## src/rtl/irqdist_pkg.sv

```systemverilog
package irqdist_pkg;

    localparam int BUS_W      = 32;
    localparam int ADDR_W     = 16;
    localparam int IDX_W      = 8;
    localparam int PRIV_IDS   = 32;
    localparam int ID_BITS_M1 = 9;
    localparam int MAX_IDS    = 1024;

    localparam int CTRL_EN_BIT     = 0;
    localparam int CTRL_ROUTE_BIT  = 4;
    localparam int CTRL_ONESEC_BIT = 5;

    localparam logic [BUS_W-1:0] PERIPH_ID2_VAL = 32'h0000_003B;
    localparam logic [ADDR_W-1:0] PERIPH_ID2_ADDR = 16'hFFE8;

    typedef enum logic [3:0] {
        RG_ZERO,
        RG_CTRL,
        RG_TYPE,
        RG_ONES,
        RG_SET_EN,
        RG_CLR_EN,
        RG_SET_PD,
        RG_CLR_PD,
        RG_SET_AC,
        RG_CLR_AC,
        RG_PRIO,
        RG_PID2
    } region_e;

    typedef struct packed {
        region_e            region;
        logic [IDX_W-1:0]   idx;
    } decode_t;

    function automatic logic [BUS_W-1:0] type_word(input int num_irq);
        int capped;
        logic [BUS_W-1:0] w;
        capped = (num_irq > MAX_IDS) ? MAX_IDS : num_irq;
        w = '0;
        w[4:0]   = 5'(capped / 32 - 1);
        w[23:19] = 5'(ID_BITS_M1);
        return w;
    endfunction

    function automatic logic [BUS_W-1:0] ctrl_word(input logic en);
        logic [BUS_W-1:0] w;
        w = '0;
        w[CTRL_EN_BIT]     = en;
        w[CTRL_ROUTE_BIT]  = 1'b1;
        w[CTRL_ONESEC_BIT] = 1'b1;
        return w;
    endfunction

endpackage

```

## src/rtl/irqdist_decode.sv

```systemverilog
module irqdist_decode
    import irqdist_pkg::*;
(
    input  logic [ADDR_W-1:0] addr,
    output decode_t           dec
);
    always_comb begin
        dec.region = RG_ZERO;
        dec.idx    = '0;
        if (addr[ADDR_W-1:2] == '0) begin
            dec.region = RG_CTRL;
        end else if (addr[ADDR_W-1:2] == 14'd1) begin
            dec.region = RG_TYPE;
        end else if (addr[ADDR_W-1:7] == 9'd1) begin
            dec.region = RG_ONES;
            dec.idx    = {3'b000, addr[6:2]};
        end else if (addr[ADDR_W-1:10] == 6'd0 && addr[9:8] != 2'b00) begin
            dec.idx = {3'b000, addr[6:2]};
            case (addr[9:7])
                3'd2:    dec.region = RG_SET_EN;
                3'd3:    dec.region = RG_CLR_EN;
                3'd4:    dec.region = RG_SET_PD;
                3'd5:    dec.region = RG_CLR_PD;
                3'd6:    dec.region = RG_SET_AC;
                default: dec.region = RG_CLR_AC;
            endcase
        end else if (addr[ADDR_W-1:10] == 6'd1) begin
            dec.region = RG_PRIO;
            dec.idx    = addr[9:2];
        end else if (addr[ADDR_W-1:2] == PERIPH_ID2_ADDR[ADDR_W-1:2]) begin
            dec.region = RG_PID2;
        end
    end
endmodule

```

## src/rtl/irqdist_flag_bank.sv

```systemverilog
module irqdist_flag_bank
    import irqdist_pkg::*;
#(
    parameter int NUM_IRQ = 64
) (
    input  logic                    clk,
    input  logic                    rst,
    input  logic                    set_we,
    input  logic                    clr_we,
    input  logic [IDX_W-1:0]        idx,
    input  logic [BUS_W-1:0]        wdata,
    output logic [NUM_IRQ-PRIV_IDS-1:0] flags,
    output logic [BUS_W-1:0]        rd_word
);
    localparam int NUM_WORDS  = NUM_IRQ / 32;
    localparam int SHR_WORDS  = NUM_WORDS - 1;

    // word w of storage is bus word w+1; bus word 0 is private and absent
    for (genvar w = 0; w < SHR_WORDS; w++) begin : g_word
        localparam logic [IDX_W-1:0] BUS_IDX = IDX_W'(w + 1);
        always_ff @(posedge clk) begin
            if (rst) begin
                flags[w*32 +: 32] <= '0;
            end else if (set_we && idx == BUS_IDX) begin
                flags[w*32 +: 32] <= flags[w*32 +: 32] | wdata;
            end else if (clr_we && idx == BUS_IDX) begin
                flags[w*32 +: 32] <= flags[w*32 +: 32] & ~wdata;
            end
        end
    end

    always_comb begin
        rd_word = '0;
        for (int w = 0; w < SHR_WORDS; w++) begin
            if (idx == IDX_W'(w + 1)) rd_word = flags[w*32 +: 32];
        end
    end
endmodule

```

## src/rtl/irqdist_prio_store.sv

```systemverilog
module irqdist_prio_store
    import irqdist_pkg::*;
#(
    parameter int NUM_IRQ = 64
) (
    input  logic             clk,
    input  logic             rst,
    input  logic             we,
    input  logic [IDX_W-1:0] idx,
    input  logic [BUS_W-1:0] wdata,
    output logic [BUS_W-1:0] rd_word
);
    localparam int ALL_WORDS  = NUM_IRQ / 4;
    localparam int PRIV_WORDS = PRIV_IDS / 4;
    localparam int KEPT_WORDS = ALL_WORDS - PRIV_WORDS;

    logic [BUS_W-1:0] mem [KEPT_WORDS];

    for (genvar w = 0; w < KEPT_WORDS; w++) begin : g_word
        localparam logic [IDX_W-1:0] BUS_IDX = IDX_W'(w + PRIV_WORDS);
        always_ff @(posedge clk) begin
            if (rst) begin
                mem[w] <= '0;
            end else if (we && idx == BUS_IDX) begin
                mem[w] <= wdata;
            end
        end
    end

    always_comb begin
        rd_word = '0;
        for (int w = 0; w < KEPT_WORDS; w++) begin
            if (idx == IDX_W'(w + PRIV_WORDS)) rd_word = mem[w];
        end
    end
endmodule

```

## src/rtl/irqdist_regfile.sv

```systemverilog
module irqdist_regfile
    import irqdist_pkg::*;
#(
    parameter int NUM_IRQ = 64
) (
    input  logic                        clk,
    input  logic                        rst,
    input  logic                        req_valid,
    input  logic                        req_write,
    input  logic [15:0]                 req_addr,
    input  logic [31:0]                 req_wdata,
    output logic                        rd_valid,
    output logic [31:0]                 rd_data,
    output logic [NUM_IRQ-33:0]         irq_enable,
    output logic [NUM_IRQ-33:0]         irq_pending,
    output logic [NUM_IRQ-33:0]         irq_active,
    output logic [NUM_IRQ-33:0]         irq_fire
);
    localparam int NUM_SPI   = NUM_IRQ - PRIV_IDS;
    localparam int NUM_WORDS = NUM_IRQ / 32;

    decode_t          dec;
    logic             wr_go;
    logic             rd_go;
    logic             dist_en;
    logic [BUS_W-1:0] en_rd, pd_rd, ac_rd, prio_rd;
    logic [BUS_W-1:0] rd_mux;

    assign wr_go = req_valid &&  req_write;
    assign rd_go = req_valid && !req_write;

    irqdist_decode u_dec (
        .addr (req_addr),
        .dec  (dec)
    );

    always_ff @(posedge clk) begin
        if (rst) begin
            dist_en <= 1'b0;
        end else if (wr_go && dec.region == RG_CTRL) begin
            dist_en <= req_wdata[CTRL_EN_BIT];
        end
    end

    irqdist_flag_bank #(.NUM_IRQ(NUM_IRQ)) u_en (
        .clk     (clk),
        .rst     (rst),
        .set_we  (wr_go && dec.region == RG_SET_EN),
        .clr_we  (wr_go && dec.region == RG_CLR_EN),
        .idx     (dec.idx),
        .wdata   (req_wdata),
        .flags   (irq_enable),
        .rd_word (en_rd)
    );

    irqdist_flag_bank #(.NUM_IRQ(NUM_IRQ)) u_pd (
        .clk     (clk),
        .rst     (rst),
        .set_we  (wr_go && dec.region == RG_SET_PD),
        .clr_we  (wr_go && dec.region == RG_CLR_PD),
        .idx     (dec.idx),
        .wdata   (req_wdata),
        .flags   (irq_pending),
        .rd_word (pd_rd)
    );

    irqdist_flag_bank #(.NUM_IRQ(NUM_IRQ)) u_ac (
        .clk     (clk),
        .rst     (rst),
        .set_we  (wr_go && dec.region == RG_SET_AC),
        .clr_we  (wr_go && dec.region == RG_CLR_AC),
        .idx     (dec.idx),
        .wdata   (req_wdata),
        .flags   (irq_active),
        .rd_word (ac_rd)
    );

    irqdist_prio_store #(.NUM_IRQ(NUM_IRQ)) u_prio (
        .clk     (clk),
        .rst     (rst),
        .we      (wr_go && dec.region == RG_PRIO),
        .idx     (dec.idx),
        .wdata   (req_wdata),
        .rd_word (prio_rd)
    );

    always_comb begin
        case (dec.region)
            RG_CTRL:             rd_mux = ctrl_word(dist_en);
            RG_TYPE:             rd_mux = type_word(NUM_IRQ);
            RG_ONES:             rd_mux = (dec.idx < IDX_W'(NUM_WORDS)) ? '1 : '0;
            RG_SET_EN, RG_CLR_EN: rd_mux = en_rd;
            RG_SET_PD, RG_CLR_PD: rd_mux = pd_rd;
            RG_SET_AC, RG_CLR_AC: rd_mux = ac_rd;
            RG_PRIO:             rd_mux = prio_rd;
            RG_PID2:             rd_mux = PERIPH_ID2_VAL;
            default:             rd_mux = '0;
        endcase
    end

    always_ff @(posedge clk) begin
        if (rst) begin
            rd_valid <= 1'b0;
            rd_data  <= '0;
        end else begin
            rd_valid <= rd_go;
            if (rd_go) rd_data <= rd_mux;
        end
    end

    assign irq_fire = {NUM_SPI{dist_en}} & irq_enable & irq_pending;
endmodule

```

## config.mk

```make
export PLATFORM = sky130hd
export DESIGN_NAME = irqdist_regfile
export DESIGN_NICKNAME = d
export VERILOG_FILES = /design/src/rtl/irqdist_pkg.sv /design/src/rtl/irqdist_decode.sv /design/src/rtl/irqdist_flag_bank.sv /design/src/rtl/irqdist_prio_store.sv /design/src/rtl/irqdist_regfile.sv
export SDC_FILE = /design/constraint.sdc
export NUM_CORES = 1
export LEC_CHECK = 0
export BUFFER_PORTS_ARGS = -buffer_cell sky130_fd_sc_hd__buf_2
export CORE_MARGIN = 3
export CORE_UTILIZATION = 40
export DETAILED_ROUTE_END_ITERATION = 10
export GPL_ROUTABILITY_DRIVEN = 1
export PLACE_DENSITY = 0.63
export REMOVE_ABC_BUFFERS = 1
export SLEW_MARGIN = 20
export SYNTH_ARGS = -nofsm -noshare
export SYNTH_HDL_FRONTEND = slang
export SYNTH_SLANG_ARGS = --single-unit
```

## constraint.sdc

```tcl
create_clock -name clk -period 3.7 [get_ports clk]
set_input_delay 0.555 -clock clk [delete_from_list [all_inputs] [get_ports clk]]
set_output_delay 0.555 -clock clk [all_outputs]
set_load 0.05 [all_outputs]
```

==> flow_summary.yaml <==
global_routing:
  grt.overflow.total: 0
  antenna_found_initial: 3
  grt_pass1_wl_um: 90100
  grt_use_total_pct: 23.8
  grt_max_degree: 106
  grt_pass1_vias: 14200
clock_network:
  cts_num_sinks: 386
  insertion_delay_ns: 0.55
  cts_tree: "yes"
  ctsHoldBuffers: 0
  cts_resized: 0
  post-cts-setup-buffers: 0
  clock_path_buffers: 3
  cts_buffers: 42
  htreeDepth: 2
  cts_root_buffer: "clkbuf_16"
  path_clk_slew_ns: 0.06
drt:
  first_pass_iters: 7
  vias_per_cell: 5.83
  drc: 0
  wl_per_cell_um: 23.6
  drtAntennaViolNets: 0
  drt_iter0_markers: 1449
  wl_um: 60400
  num_vias: 14900
power:
  peakVddDrop_v: 0.000310
  leakage_nw: 8.37
  cellPowerDensity_nw_per_um2: 427
  total_power_mw: 9.34
synth:
  ys_warn_count: 0
  netlist_area_sq_um: 18500
  ys_seq_elements: 386
  synth_common_cells: "and2_1, edfxtp_1, nand2_1"
  synth_top_area_share_pct: 41.5
  synth_edf_count: 256
  ys_seq_area_share_pct: 55.6
  synth.most_common_cell: "and2_1"
  synth_top_area_cell: "edfxtp_1"
  async_reset_ff_share_pct: 0
  synthTopCellsByArea: "edfxtp_1, dfxtp_1, and2_1, mux2i_1, nand2_1"
  synth-main-ff-cell: "edfxtp_1"
  syn_inst: 1744
  synthDistinctLibCells: 75
  syn_avg_cell_area_sq_um: 10.6
floorplan:
  die_h_um: 221
  die_area_sq_um: 48900
  die_w_um: 221
  core_area_sq_um: 45600
  rows: 78
  io_pins: 213
  start_util_pct: 40.6
place:
  placed_area_sq_um: 20500
  io_buffer_count: 210
  dp.cells: 2482
  dp.final_hpwl_um: 39100
  gp_congestion: 0.870
  dp_slack_ns: 0.0878
cells_and_area:
  fillers: 4134
  multi_input_area_sq_um: 7410
  seq_area_sq_um: 10300
  final_layout_size_suffix_gt1_share_pct: 20.5
  syn2layout_area_growth_pct: 18.1
  antenna_cells: 0
  fin_nets: 1981
  layout.cells.non_filler: 2559
  fin_area_sq_um: 21900
critical_path:
  cp_max_fo: 21
  startpoint_type: "input pin"
  end_kind: "flip-flop"
  critical_path_class: "input pin to flip-flop"
  cp.required_ns: 4.15
  cp.arrival_ns: 3.54
sta:
  final-setup-viol-count: 0
  rsz0062_at_grt: "no"
  final.min_clock_period_ns: 3.09
  relSlewSlack_pct: 35.7
  fmax_mhz: 323
  whs_ns: 0.350
  hold_violations: 0
  worst_slew_pin_slew_ns: 0.964
  fin_worst_skew_ns: 0.0169
  slew_viol_final: 0
  setup_ws_ns: 0.609
  fin_crit_sh_pct: 83.5
hold_path:
  hold_class: "input pin to flip-flop"
outcome:
  status: "finished, final reports clean"
run:
  maxCapViolCount: 0
cell families (layout without fill, tap and decap cells):
logic type	count (synthesis)	count (layout)	share of synthesized area (%)
simple gates	677	677	19.9
compound gates	420	420	15.3
flops	386	386	55.6
buf+inv	177	392	4.65
mux	78	78	4.22
fa+ha+maj	4	4	0.257
xor+xnor	2	2	0.0946
cell usage in the layout (no fill, tap or decap), drive strengths merged, types with 4 or more instances in the layout:
master,netlist,routed
o211ai,4,4
clkinv,0,8
edfxtp,256,256
dfxtp,130,130
or4,4,4
a21oi,117,117
and2,260,260
buf,65,308
a22oi,18,18
a22o,17,17
a31oi,17,17
and3,37,37
inv,7,8
o221ai,20,20
nor3,25,25
nor2,31,31
mux2i,77,77
a221oi,32,32
a31o,7,7
nor2b,4,4
clkbuf,105,66
or3,7,7
a211oi,68,68
a21o,22,22
nand2,198,198
o22ai,7,7
or2,4,4
nor4,8,8
o21ai,54,54
nand3,75,75
o21a,6,6
nand2b,6,6
nand4,7,7
layout make-up:
class                   count  share of cell area [%]
flip-flops and latches    386                    47.0
multi-input cells        1181                    33.9
repair buffers            308                    9.45
clock buffers              66                    5.61
well taps                 600                    3.43
clock inverters            11                   0.475
inverters                   7                   0.120
worst max-delay path, stage by stage:
cell	delay, ns
buf_2	0.16
inv_1	0.08
ha_1	0.31
or3b_2	0.30
o22ai_1	0.10
o21a_1	0.25
or3_1	0.48
buf_4	0.21
nor2_2	0.13
buf_4	0.33
o21ai_0	0.27
a221oi_1	0.34
where the power goes:
| group | total [mW] | switching [mW] | internal, mW |
|---|---|---|---|
| sequential | 4.77 | 0.0396 | 4.73 |
| combinational | 0.494 | 0.354 | 0.140 |
| clock | 4.08 | 1.66 | 2.41 |
| total | 9.34 | 2.06 | 7.28 |
layer usage:
metal	wire length [um]	part of all wire, %	GRT usage [%]	up-vias
met5	0	0	0	-
met1	25900	43	32.9	7406
met2	28200	47	38.5	636
met3	4320	7.2	3.33	106
met4	1880	3.1	8.33	0
li1	-	-	-	6763
worst paths after layout:
kind,from,endpoint,slack [ns],depth (start not counted)
worst min register to register,flip-flop,flip-flop,0.49,2
worst max register to register,dist_en$_SDFFE_PP0P_,rd_data[0]$_SDFFE_PP0P_,1.99,3
worst min-delay path,req_wdata[13],flip-flop,0.35,2
worst max-delay path,req_addr[8],rd_data[18]$_SDFFE_PP0P_,0.61,12
per-stage QoR:
step	setup TNS (ns)	util, %
6_report	0	48.0
3_5_place_dp	0	45.1
2_1_floorplan	-282.90	-
5_1_grt	0	48.0
4_1_cts	0	48.0
3_3_place_gp	0	45.1
Power figures use the tool's default switching activity.
